[config.mk]
export PLATFORM = sky130hd
export DESIGN_NAME = fuzzy_pattern_scan
export DESIGN_NICKNAME = d
export VERILOG_FILES = /design/src/rtl/fps_pkg.sv /design/src/rtl/fps_char_decode.sv /design/src/rtl/fps_row_update.sv /design/src/rtl/fps_match_hold.sv /design/src/rtl/fuzzy_pattern_scan.sv
export SDC_FILE = /design/constraint.sdc
export NUM_CORES = 1
export LEC_CHECK = 0
export ABC_AREA = 1
export BUFFER_PORTS_ARGS = -buffer_cell sky130_fd_sc_hd__buf_2
export CAP_MARGIN = 20
export CORE_UTILIZATION = 45
export DETAILED_ROUTE_END_ITERATION = 6
export HOLD_SLACK_MARGIN = 0.03
export PLACE_DENSITY = 0.77
export SETUP_SLACK_MARGIN = 0.4
export SYNTH_ARGS = -nofsm -noshare
export SYNTH_HDL_FRONTEND = slang
export SYNTH_HIERARCHICAL = 1
export SYNTH_SLANG_ARGS = --single-unit
[constraint.sdc]
create_clock -name clk -period 1.5 [get_ports clk]
set_input_delay 0.225 -clock clk [delete_from_list [all_inputs] [get_ports clk]]
set_output_delay 0.225 -clock clk [all_outputs]
set_load 0.05 [all_outputs]
[src/rtl/fps_pkg.sv]
package fps_pkg;

    typedef logic [7:0] char_t;

    typedef struct packed {
        logic  valid;
        logic  sop;
        char_t ch;
    } beat_t;

    typedef enum logic [1:0] {
        HOLD_KEEP  = 2'd0,
        HOLD_FRESH = 2'd1,
        HOLD_ACCUM = 2'd2
    } hold_mode_e;

    function automatic logic beat_starts(beat_t b);
        return b.valid && b.sop;
    endfunction

    function automatic hold_mode_e hold_mode(beat_t b);
        if (!b.valid)
            return HOLD_KEEP;
        else if (b.sop)
            return HOLD_FRESH;
        else
            return HOLD_ACCUM;
    endfunction

endpackage

[src/rtl/fps_char_decode.sv]
module fps_char_decode
    import fps_pkg::*;
#(
    parameter int unsigned           PAT_LEN = 4,
    parameter logic [PAT_LEN*8-1:0]  PATTERN = "ABCD"
) (
    input  char_t              ch_i,
    output logic [PAT_LEN-1:0] hit_o
);

    // Position j is pattern character j, the first character at the top byte.
    for (genvar j = 0; j < PAT_LEN; j++) begin : g_pos
        assign hit_o[j] = (ch_i == PATTERN[(PAT_LEN-1-j)*8 +: 8]);
    end

endmodule

[src/rtl/fps_row_update.sv]
module fps_row_update #(
    parameter int unsigned PAT_LEN   = 4,
    parameter bit          HAS_LOWER = 1'b1
) (
    input  logic [PAT_LEN-1:0] own_old_i,
    input  logic [PAT_LEN-1:0] lower_old_i,
    input  logic [PAT_LEN-1:0] lower_new_i,
    input  logic [PAT_LEN-1:0] hit_i,
    output logic [PAT_LEN-1:0] own_new_o
);

    localparam logic ENTRY = HAS_LOWER;

    logic [PAT_LEN-1:0] advance;
    logic [PAT_LEN-1:0] replaced;
    logic [PAT_LEN-1:0] skipped;

    // Matching character: move one position on; the empty prefix is always live.
    assign advance  = {own_old_i[PAT_LEN-2:0], 1'b1} & hit_i;
    // Replacement: one position on from the cheaper row, whatever the character.
    assign replaced = {lower_old_i[PAT_LEN-2:0], ENTRY};
    // Missing pattern character: one position on from the cheaper row's new state.
    assign skipped  = {lower_new_i[PAT_LEN-2:0], ENTRY};

    // An extra stream character leaves the cheaper row's position unchanged.
    assign own_new_o = advance | lower_old_i | replaced | skipped;

endmodule

[src/rtl/fps_match_hold.sv]
module fps_match_hold
    import fps_pkg::*;
(
    input  logic  clk,
    input  logic  rst,
    input  beat_t beat_i,
    input  logic  found_i,
    output logic  match_o
);

    hold_mode_e mode;
    assign mode = hold_mode(beat_i);

    always_ff @(posedge clk) begin
        if (rst) begin
            match_o <= 1'b0;
        end else begin
            unique case (mode)
                HOLD_FRESH: match_o <= found_i;
                HOLD_ACCUM: match_o <= match_o | found_i;
                default:    match_o <= match_o;
            endcase
        end
    end

    // a reported match persists until a new packet begins
    assert_match_sticky_R7: assert property (@(posedge clk) disable iff (rst)
        (match_o && !beat_starts(beat_i)) |=> match_o)
        else $error("match dropped inside a packet");

endmodule

[src/rtl/fuzzy_pattern_scan.sv]
module fuzzy_pattern_scan
    import fps_pkg::*;
#(
    parameter int unsigned           PAT_LEN = 4,
    parameter int unsigned           MAX_ERR = 1,
    parameter logic [PAT_LEN*8-1:0]  PATTERN = "ABCD"
) (
    input  logic       clk,
    input  logic       rst,
    input  logic       valid_i,
    input  logic       sop_i,
    input  logic [7:0] char_i,
    output logic       match_o
);

    localparam int unsigned ROWS = MAX_ERR + 1;

    beat_t                          beat;
    logic [PAT_LEN-1:0]             hit;
    logic [ROWS-1:0][PAT_LEN-1:0]   rows_q;
    logic [ROWS-1:0][PAT_LEN-1:0]   rows_base;
    logic [ROWS-1:0][PAT_LEN-1:0]   rows_next;
    logic [ROWS-1:0]                last_bits;
    logic                           found;

    assign beat      = '{valid: valid_i, sop: sop_i, ch: char_i};
    assign rows_base = beat_starts(beat) ? '0 : rows_q;

    fps_char_decode #(
        .PAT_LEN (PAT_LEN),
        .PATTERN (PATTERN)
    ) i_decode (
        .ch_i  (beat.ch),
        .hit_o (hit)
    );

    for (genvar e = 0; e < ROWS; e++) begin : g_row
        if (e == 0) begin : g_exact
            fps_row_update #(
                .PAT_LEN   (PAT_LEN),
                .HAS_LOWER (1'b0)
            ) i_row (
                .own_old_i   (rows_base[0]),
                .lower_old_i ('0),
                .lower_new_i ('0),
                .hit_i       (hit),
                .own_new_o   (rows_next[0])
            );
        end else begin : g_edit
            fps_row_update #(
                .PAT_LEN   (PAT_LEN),
                .HAS_LOWER (1'b1)
            ) i_row (
                .own_old_i   (rows_base[e]),
                .lower_old_i (rows_base[e-1]),
                .lower_new_i (rows_next[e-1]),
                .hit_i       (hit),
                .own_new_o   (rows_next[e])
            );
        end
        assign last_bits[e] = rows_next[e][PAT_LEN-1];
    end

    assign found = |last_bits;

    always_ff @(posedge clk) begin
        if (rst)
            rows_q <= '0;
        else if (valid_i)
            rows_q <= rows_next;
    end

    fps_match_hold i_hold (
        .clk     (clk),
        .rst     (rst),
        .beat_i  (beat),
        .found_i (found),
        .match_o (match_o)
    );

    // idle cycles leave the rows and the flag alone
    assert_idle_stable_R9: assert property (@(posedge clk) disable iff (rst)
        !valid_i |=> ($stable(rows_q) && $stable(match_o)))
        else $error("state moved on an idle cycle");

    // a packet start wipes every exact-match position beyond the first
    assert_sop_clears_R8: assert property (@(posedge clk) disable iff (rst)
        (valid_i && sop_i) |=> (rows_q[0][PAT_LEN-1:1] == '0))
        else $error("exact row kept state across a packet start");

    // an exact-match bit implies the consumed character equals that pattern position
    for (genvar j = 0; j < PAT_LEN; j++) begin : g_chk_pos
        assert_exact_char_R2: assert property (@(posedge clk) disable iff (rst)
            valid_i |=> (!rows_q[0][j] || ($past(char_i) == PATTERN[(PAT_LEN-1-j)*8 +: 8])))
            else $error("exact row bit set on wrong character");
    end

    // a row allowing more edits always covers the row allowing fewer
    for (genvar e = 0; e + 1 < ROWS; e++) begin : g_chk_nest
        assert_rows_nested_R3: assert property (@(posedge clk) disable iff (rst)
            ((rows_q[e] & ~rows_q[e+1]) == '0))
            else $error("edit rows not nested");
    end

endmodule

**Yosys cells after proc, flatten, opt, wreduce, memory -nomap -nowiden**

Cells that the tools add are included.

- Register bits: 8
- Input bits: 12
- Output and inout bits: 1
- Logic and storage cells: 22

- Equal/unequal tests: 6
- Mux-type cells: 4
- Bitwise gates (word level): 6
- Reduce and logical (&&, ||, !) cells: 3

Operators with widths:

| cell | number |
|---|---|
| 8-bit by 7-bit == test with 1-bit output, second input constant | 4 |
| 4-bit OR | 3 |
| 4-bit bitwise AND | 2 |
| 7-bit 2-to-1 mux | 1 |
| 2-bit 2-to-1 mux | 2 |
| 2-bit by 1-bit == test with 1-bit output, second input constant | 1 |
| 2-bit == test, second input constant | 1 |
| 1-bit case mux with 2 select lines | 1 |
| 2-bit nonzero test | 1 |
| 2-bit OR reduction | 1 |
| 1-bit logical AND | 1 |
| 1-bit OR | 1 |

**Depth between registers and ports, before layout**

Gate-level depths: netlist of run 1.

- Word-level depth: 9
- Depth in mapped cells: 12
- Gate-level depth less buffers: 12

**Hierarchy**

Netlist of run 1, hierarchy kept.

Modules (own cells, without submodules):

| module | times used | cells an instance | area each (sq um) |
|---|---|---|---|
| fuzzy_pattern_scan | 1 | 71 | 431.7 |
| fps_char_decode | 1 | 22 | 85.1 |
| fps_row_update (g_row[1].g_edit.i_row) | 1 | 13 | 56.3 |
| fps_row_update (g_row[0].g_exact.i_row) | 1 | 13 | 55.1 |
| fps_match_hold | 1 | 5 | 40.0 |

**Least setup slack after synthesis of run 1**

No wires, ideal clock.

- Path type: in2reg
- Start: in valid_i
- End: reg i_hold.match_o
- Setup time: 0.116 ns
- Arrival time: 1.050 ns
- Required time: 1.384 ns
- Path slack: 0.334 ns
- Stages on the path: 12
- Path buffers: 1
- Cell sequence: buf_6 nand2_1 inv_2 nor2_1 nand2_1 nand3_1 nor2_1 nand3_1 inv_1 nand2_1 nand2_1 a21oi_2

RTL lines:

| what | line | RTL |
|---|---|---|
| from (decl) | fuzzy_pattern_scan.sv:10 | `input logic valid_i,` |
| to (signal assigned) | fps_match_hold.sv:19 | `HOLD_FRESH: match_o <= found_i;` |
| to (signal assigned) | fps_match_hold.sv:20 | `HOLD_ACCUM: match_o <= match_o \| found_i;` |
| to (signal assigned) | fps_match_hold.sv:21 | `default: match_o <= match_o;` |
| to (decl) | fps_match_hold.sv:8 | `output logic match_o` |

==> flow_metrics.env, run 1 <==
export IMPL_outcome="finished clean"
export IMPL_via_per_inst=4.04
export IMPL_die_h_um=39.3
export IMPL_grt_max_degree=17
export IMPL_required_ps=1680
export IMPL_cts_buffers=3
export IMPL_critical_path_class="register to register"
export IMPL_timing_final_crit_share_pct=70.2
export IMPL_place_area_sq_um=712
export IMPL_avgSynthCellArea_sq_um=5.35
export IMPL_fin_util_pct=58.3
export IMPL_synthesis_area_sq_um=626
export IMPL_final_setup_tns_ps=0
export IMPL_finClkSkew_ps=1.29
export IMPL_critPathLaunchType="register"
export IMPL_first_pass_iters=4
export IMPL_final_cell_area_sq_um=758
export IMPL_drc=0
export IMPL_drt_iter0_markers=14
export IMPL_wl_per_cell_um=7.59
export IMPL_worst_skew_pair_late_latency_ps=250
export IMPL_ir_drop_uv=445
export IMPL_p_total_uw=518
export IMPL_grt_pass1_vias=473
export IMPL_rsz0062_at_grt="yes"
export IMPL_max_freq_ghz=0.950
export IMPL_reg2reg_depth=10
export IMPL_p_leak_nw=0.439
export IMPL_num_fill_cells=138
export IMPL_io_buffers=12
export IMPL_clk_pin_slew_ps=50
export IMPL_yosysWarnings=6
export IMPL_reg2reg_setup_slack_ps=450
export IMPL_finalWorstSetupSlack_ps=447
export IMPL_r2r_start="rows_q[1]$_SDFFE_PP0P_"
export IMPL_initial_utilization_pct=48.1
export IMPL_cap_violations=0
export IMPL_regArea_sq_um=161
export IMPL_rr_endpoint="i_hold/match_o$_SDFFE_PP0P_"
export IMPL_hold_path_class="primary input to register"
export IMPL_rows=13
export IMPL_ios=13
export IMPL_fin_cells=154
export IMPL_finalHoldViolations=0
export IMPL_powerDensity_nw_per_um2=684
export IMPL_worstHoldStart="rst"
export IMPL_whs_path_depth=2
export IMPL_drive_gt1_share_pct=25.2
export IMPL_layout_min_cycle_time_ps=1050
export IMPL_cp_arrival_ps=1240
export IMPL_cts_tree="yes"
export IMPL_setup_viol=0
export IMPL_cts_root_buf="clkbuf_4"
export IMPL_post_place_cells=151
export IMPL_wl_um=1170
export IMPL_antenna_left=0
export IMPL_hpwl_um=899
export IMPL_setup_worst_path_end_class="register"
export IMPL_via_count=622
export IMPL_hold_buffers=0
export IMPL_synthCells=117
export IMPL_core_sq_um=1300
export IMPL_clk_path_buf_depth=2
export IMPL_die_w_um=39.3
export IMPL_gp_congestion=0.711
export IMPL_htree_levels=1
export IMPL_worst_hold_path_endpoint="i_hold/match_o$_SDFFE_PP0P_"
export IMPL_gr_total_overflow=0
export IMPL_layout_nets=153
export IMPL_fin_hold_ws_ps=160
export IMPL_n_antenna_cell=0
export IMPL_dp_slack_ps=199
export IMPL_grtUsageTotal_pct=16.8
export IMPL_grt_pass1_wl_um=1730
export IMPL_finalMaxSlewViolations=0
export IMPL_fp_dieArea_sq_um=1540
export IMPL_antenna_found_initial=0
export IMPL_post_cts_buffers=0
export IMPL_cts_sinks=8
export IMPL_multiInputGateArea_sq_um=385
export IMPL_cp_max_fo=3
export IMPL_area_growth_pct=21.2
==> how the worst max path moves through the flow <==
stage,start,slack (ps),end,cells after the start
floorplan,valid_i,410,i_hold/match_o$_SDFFE_PP0P_,12
global placement,char_i[6],250,rows_q[6]$_SDFFE_PP0P_,13
detailed placement,char_i[3],200,i_hold/match_o$_SDFFE_PP0P_,12
CTS,rows_q[1]$_SDFFE_PP0P_,400,i_hold/match_o$_SDFFE_PP0P_,10
global route,rows_q[1]$_SDFFE_PP0P_,360,i_hold/match_o$_SDFFE_PP0P_,10
finish,rows_q[1]$_SDFFE_PP0P_,450,i_hold/match_o$_SDFFE_PP0P_,10
==> cells in the final DEF (no fill, tap or decap) <==
cell type and n:
inv_1 23, nor2_4 1, or2_1 1, clkbuf_4 3, clkinv_2 1, inv_2 3, dfxtp_2 1, conb_1 11
dfxtp_1 7, nand3_2 1, nor2_1 31, buf_4 1, nand3_1 5, nand2_2 5, buf_2 12, nor2_2 6
nand2_1 26, a21oi_2 1
==> final cells by class <==
type / instances / area share (%)
multi-input combinational: 88 / 50.8
sequential: 8 / 21.3
inverter: 27 / 13.5
timing repair buffer: 13 / 8.91
clock buffer: 3 / 2.97
tap: 15 / 2.48
==> what timing repair did <==
action,in CTS,in global routing
endpoints found under the setup margin,1,2
pin swaps,1,5
hold endpoints to repair,0,0
resized for setup,1,8
==> where the power goes <==
group | switching (mW) | internal, mW
sequential | 0.00792 | 0.230
clock | 0.0653 | 0.0910
combinational | 0.0776 | 0.0469
==> critical path: stages (launching register included) <==
cell and delay [ps]:
dfxtp_2 320, inv_2 40, nor2_4 120, nand2_2 60, nand3_2 70, nor2_1 40
nand3_1 70, inv_1 40, nand2_1 40, nand2_1 60, a21oi_2 120
==> flip-flops by register name (all words and copies together) (netlist names) <==
register	flops
rows_q	7
i_hold/match_o	1
==> metal layers <==
metal	vias to the layer above	GRT usage, %	part of all wire, %
met5	-	0	0
met4	0	10.3	0.77
met3	2	1.70	4.3
met2	11	27.1	47
met1	248	21.1	48
li1	361	-	-
(Power assumes the default switching activity.)
==> inputs of run 2 (changes only) <==
- clock period: 1.5 -> 0.98 ns (I/O delays scaled with it)
==> run 2 against run 1 <==
Against the previous run: the flow now finishes with violations (negative setup slack); final area rose by 13%; first-iteration DRC count fell by 36%; die area did not move; global-route usage rose by 1.8 points; sequential cell count did not move; cell count rose by 3.9%; wire length rose by 12%; worst hold slack got worse by 110 ps; worst setup slack got worse by 500 ps; sequential share of layout area fell by 1.8 points; largest power group unchanged.
==> flow_metrics.env, run 2 (synthesis gave the netlist of run 1 again) <==
export IMPL_outcome="finished with violations"
export IMPL_violations="negative setup slack"
export IMPL_cap_violations=0
export IMPL_fp_dieArea_sq_um=1540
export IMPL_cts_buffers=3
export IMPL_n_antenna_cell=0
export IMPL_first_pass_iters=4
export IMPL_hold_path_class="primary input to register"
export IMPL_antenna_left=0
export IMPL_num_fill_cells=134
export IMPL_r2r_start="rows_q[1]$_SDFFE_PP0P_"
export IMPL_fin_util_pct=66.0
export IMPL_largestRegisters="rows_q: 7 flops, i_hold/match_o: 1 flops"
export IMPL_die_w_um=39.3
export IMPL_required_ps=1120
export IMPL_powerDensity_nw_per_um2=1010
export IMPL_cp_max_fo=2
export IMPL_antenna_found_initial=0
export IMPL_layout_min_cycle_time_ps=1040
export IMPL_final_setup_tns_ps=-86.2
export IMPL_clk_pin_slew_ps=70
export IMPL_p_leak_nw=0.475
export IMPL_finalHoldViolations=0
export IMPL_via_count=662
export IMPL_grtUsageTotal_pct=18.5
export IMPL_timing_final_crit_share_pct=106
export IMPL_hpwl_um=952
export IMPL_gp_congestion=0.768
export IMPL_layout_nets=158
export IMPL_grt_pass1_vias=504
export IMPL_critPathLaunchType="register"
export IMPL_final_common_cell="nor2_1"
export IMPL_grt_pass1_wl_um=1920
export IMPL_gr_total_overflow=0
export IMPL_initial_utilization_pct=48.1
export IMPL_htree_levels=1
export IMPL_ios=13
export IMPL_wl_per_cell_um=8.16
export IMPL_critical_path_class="register to register"
export IMPL_io_buffers=12
export IMPL_regMostFlops="rows_q"
export IMPL_setup_viol=4
export IMPL_ir_drop_uv=791
export IMPL_max_freq_ghz=0.966
export IMPL_worstHoldStart="rst"
export IMPL_drive_gt1_share_pct=35.2
export IMPL_rsz0062_at_grt="yes"
export IMPL_setup_worst_path_end_class="register"
export IMPL_cts_tree="yes"
export IMPL_hold_buffers=0
export IMPL_cts_root_buf="clkbuf_4"
export IMPL_finClkSkew_ps=16.9
export IMPL_cp_arrival_ps=1170
export IMPL_grt_max_degree=17
export IMPL_clk_path_buf_depth=2
export IMPL_drt_iter0_markers=9
export IMPL_area_growth_pct=37.2
export IMPL_mostFrequentLayoutCells="nor2_1, nand2_1, inv_1"
export IMPL_core_sq_um=1300
export IMPL_via_per_inst=4.14
export IMPL_critPathLaunch="rows_q[1]$_SDFFE_PP0P_"
export IMPL_rows=13
export IMPL_wl_um=1310
export IMPL_worst_skew_pair_late_latency_ps=260
export IMPL_cts_sinks=8
export IMPL_drc=0
export IMPL_finalWorstSetupSlack_ps=-55.3
export IMPL_finalMaxSlewViolations=0
export IMPL_largest_reg_flops=7
export IMPL_die_h_um=39.3
run 2: final timing paths:
| path | depth (start not counted) | slack (ps) | endpoint |
|---|---|---|---|
| max | 9 | -60 | rows_q[6]$_SDFFE_PP0P_ |
| max reg2reg | 9 | -60 | rows_q[6]$_SDFFE_PP0P_ |
| min | 2 | 50 | i_hold/match_o$_SDFFE_PP0P_ |
| min reg2reg | 2 | 470 | rows_q[4]$_SDFFE_PP0P_ |
run 2: power by group:
part	total (mW)	leakage, nW	internal, mW	switching, mW
logic	0.229	0.392	0.0971	0.132
clock network	0.276	0.0150	0.156	0.120
registers	0.365	0.0681	0.352	0.0138
total	0.871	0.475	0.605	0.266
run 2: layout make-up:
cell class | count | area, sq um | area share, %
Sequential cell | 8 | 168 | 19.5
Clock buffer | 4 | 26.3 | 3.06
Multi-Input combinational cell | 88 | 413 | 48.1
Timing Repair Buffer | 18 | 125 | 14.6
Tap cell | 15 | 18.8 | 2.19
Inverter | 27 | 108 | 12.5
run 2: metal layers:
metal  vias up  global-route usage (%)  share of wire (%)
met5         -                       0                  0
met4         0                    7.76               0.38
met3         2                    3.41                3.6
met2        13                    32.5                 49
met1       273                    21.7                 47
li1        374                       -                  -
run 2: timing repair:
item | CTS | global route
pin swaps | 4 | 7
endpoints found under the setup margin | 8 | 8
resized for setup | 16 | 5
setup buffers | 1 | 1
run 2: worst max-delay path: stages (launching register included):
cell     delay [ps]
dfxtp_2         320
inv_2            60
nor2_4           40
buf_4           130
nor2_2          110
nand3_1          90
inv_1            70
nand2_2          40
nand2_2          60
nor2_2           30
run 2: through the flow:
stage | setup slack (ps) | hold slack [ps] | power (mW) | instance area [sq um] | instances
detailed placement | -248 | 326 | 0.567 | 763 | 154
floorplan | -7.63 | 200 | 0.523 | 697 | 126
global placement | -222 | 326 | 0.562 | 763 | 154
finish | -55.3 | 53.0 | 0.871 | 858 | 160
global route | -140 | 64.3 | 0.932 | 858 | 160
CTS | -51.3 | 54.8 | 0.866 | 835 | 159
==> inputs of run 3 (changes only) <==
- CORE_AREA: default -> 2 2 39 41
- CORE_UTILIZATION: 45 -> default
- CTS_CLUSTER_SIZE: default -> 16
- DIE_AREA: default -> 0 0 41 43
- PLACE_DENSITY: 0.77 -> 0.68
- SYNTH_HIERARCHICAL: 1 -> default
==> run 3 against run 2 <==
Against the previous run: the flow now finishes without violations; register-to-register slack better by 100 ps; critical path depth down 2; worst hold slack better by 47 ps; synthesized area down 24%; clock skew down 16 ps; maximum frequency up 11%; critical path type unchanged; critical endpoint is now i_hold.match_o$_SDFFE_PP0P_.
==> flow_metrics.env, run 3 <==
export IMPL_ios=13
export IMPL_crit_top_cell="nand2_1"
export IMPL_cts_buffers=3
export IMPL_area_growth_pct=48.3
export IMPL_finalHoldViolations=0
export IMPL_post_place_cells=105
export IMPL_num_fill_cells=130
export IMPL_clk_path_buf_depth=2
export IMPL_cp_cell_sequence="and2_4 -> nand3_2 -> nand2_1 -> inv_1 -> nand2_1 -> nand2_1 -> a21oi_2"
export IMPL_ys_flop_type="dfxtp_1"
export IMPL_drive_gt1_share_pct=48.4
export IMPL_die_h_um=43
export IMPL_powerDensity_nw_per_um2=1100
export IMPL_cap_violations=0
export IMPL_layout_nets=107
export IMPL_p_leak_nw=0.360
export IMPL_grtUsageTotal_pct=14.1
export IMPL_synthDistinctLibCells=15
export IMPL_yosysTopAreaCell="dfxtp_1"
export IMPL_cts_sinks=8
export IMPL_gr_total_overflow=0
export IMPL_synthesis_area_sq_um=477
export IMPL_synthCells=71
export IMPL_critical_path_class="register to register"
export IMPL_largest_reg_flops=7
export IMPL_path_delay_family="simple AND/OR/NAND/NOR gates"
export IMPL_cp_arrival_ps=1120
export IMPL_hold_path_class="primary input to register"
export IMPL_finClkSkew_ps=0.552
export IMPL_largestRegisters="rows_q: 7 flops, i_hold.match_o: 1 flops"
export IMPL_yosysMostFrequentCell="inv_1"
export IMPL_drt_iter0_markers=7
export IMPL_regMostFlops="rows_q"
export IMPL_cp_max_fo=2
export IMPL_drc=0
export IMPL_cts_tree="yes"
export IMPL_required_ps=1160
export IMPL_wl_per_cell_um=10.1
export IMPL_clk_pin_slew_ps=50
export IMPL_io_buffers=12
export IMPL_ys_seq_area_share_pct=33.6
export IMPL_yosysWarnings=0
export IMPL_intPower_uw=566
export IMPL_rsz0062_at_grt="yes"
export IMPL_antenna_found_initial=0
export IMPL_critPathSlowestCell="dfxtp_2"
export IMPL_p_comb_share_pct=22.6
export IMPL_slowest_delay_ps=320
export IMPL_first_pass_iters=4
export IMPL_via_per_inst=4.72
export IMPL_layout_min_cycle_time_ps=934
export IMPL_ys_top_cells_by_area="dfxtp_1, inv_1, nand2_1"
export IMPL_grt_max_degree=12
export IMPL_max_freq_ghz=1.07
export IMPL_hpwl_um=775
export IMPL_grt_pass1_wl_um=1680
export IMPL_antenna_left=0
export IMPL_setup_worst_path_end_class="register"
export IMPL_wl_um=1100
export IMPL_timing_final_crit_share_pct=95.3
export IMPL_grt_pass1_vias=444
export IMPL_synth_edf_count=0
export IMPL_rows=14
export IMPL_htree_levels=1
export IMPL_via_count=514
export IMPL_fp_dieArea_sq_um=1760
export IMPL_crit_buf_inv=1
export IMPL_yosys_top_cells_count="inv_1, nand2_1, dfxtp_1, nor2_1, nand4_1"
export IMPL_n_antenna_cell=0
export IMPL_worst_skew_pair_late_latency_ps=250
export IMPL_slew_headroom_pct=88.2
export IMPL_outcome="finished clean"
export IMPL_tightest_slew_ps=176
export IMPL_fin_cells=109
export IMPL_final_setup_tns_ps=0
export IMPL_cts_root_buf="clkbuf_4"
export IMPL_sw_frac_of_total_pct=27.3
export IMPL_initial_utilization_pct=34.4
export IMPL_p_sw_uw=212
export IMPL_core_sq_um=1380
export IMPL_gp_congestion=0.843
export IMPL_setup_viol=0
export IMPL_hold_buffers=0
export IMPL_synth_top_cell_area_share_pct=33.6
export IMPL_fin_util_pct=51.1
export IMPL_critPathLaunchType="register"
export IMPL_ir_drop_uv=612
export IMPL_mostFrequentLayoutCells="inv_1, nand2_1, buf_2, buf_4, nand4_1"
export IMPL_synthArstFlopShare_pct=0
export IMPL_ys_seq_elements=8
export IMPL_finalMaxSlewViolations=0
export IMPL_power_frac_clock_pct=31.8
export IMPL_p_seq_share_pct=45.6
export IMPL_die_w_um=41
export IMPL_avgSynthCellArea_sq_um=6.71
export IMPL_reg2reg_setup_slack_ps=50
export IMPL_synth_nets=83
[run 3: routing by layer]
layer / routed length, um / global-route usage, % / vias up
met5: 0 / 0 / -
met4: 9 / 8.00 / 0
met3: 62 / 4.71 / 2
met2: 543 / 20.6 / 12
met1: 487 / 17.2 / 226
li1: - / - / 274
[run 3: per-stage QoR]
step / power (mW) / hold slack (ps) / area (sq um) / setup slack [ps]
floorplan: 0.445 / 202 / 493 / 128
global placement: 0.502 / 350 / 612 / -34.9
detailed placement: 0.505 / 353 / 612 / -39.6
CTS: 0.777 / 85.1 / 684 / 52.6
global route: 0.823 / 95.5 / 707 / -10.1
finish: 0.778 / 100 / 707 / 46.4
[run 3: layout make-up]
cell class | instances | area [sq um] | share of cell area [%]
inverter | 15 | 63.8 | 9.03
timing repair buffer | 20 | 149 | 21.1
multi-input combinational | 47 | 287 | 40.5
sequential | 8 | 165 | 23.4
tap | 16 | 20.0 | 2.83
clock buffer | 3 | 22.5 | 3.19
[run 3: repair_timing]
item                       4_1_cts  5_1_grt
setup buffers                    1        0
setup endpoints to repair        8        8
pin swaps                        7        6
resized for setup               14        7
[run 3: worst paths after layout]
| path | end | startpoint | cells past startpoint |
|---|---|---|---|
| worst min register to register | rows_q[4]$_SDFFE_PP0P_ | rows_q[4]$_SDFFE_PP0P_ | 2 |
| worst max register to register | i_hold.match_o$_SDFFE_PP0P_ | rows_q[1]$_SDFFE_PP0P_ | 7 |
| worst max-delay path | i_hold.match_o$_SDFFE_PP0P_ | rows_q[1]$_SDFFE_PP0P_ | 7 |
| worst min-delay path | i_hold.match_o$_SDFFE_PP0P_ | rst | 2 |
[run 3: logic make-up (layout without fill, tap and decap cells)]
| kind of cell | after synthesis | in the layout | share of synthesized area, % |
|---|---|---|---|
| buffers and inverters | 16 | 38 | 14.7 |
| DFF | 8 | 8 | 33.6 |
| and+or+nand+nor | 36 | 36 | 39.4 |
| AOI/OAI and AO/OA | 11 | 11 | 12.3 |
[run 3: worst reg2reg max path: stages (launching register included)]
cell and delay (ps):
dfxtp_2 320, and2_4 150, nand3_2 80, nand2_1 70, inv_1 40, nand2_1 50
nand2_1 60, a21oi_2 100
[run 3: power by group through the flow]
| stage | clock, mW | sequential (mW) | combinational [mW] |
|---|---|---|---|
| 6_report | 0.247 | 0.355 | 0.176 |
| 3_5_place_dp | 0 | 0.360 | 0.145 |
| 5_1_grt | 0.272 | 0.357 | 0.194 |
| 3_3_place_gp | 0 | 0.359 | 0.143 |
| 2_1_floorplan | 0 | 0.364 | 0.0808 |
| 4_1_cts | 0.258 | 0.354 | 0.165 |
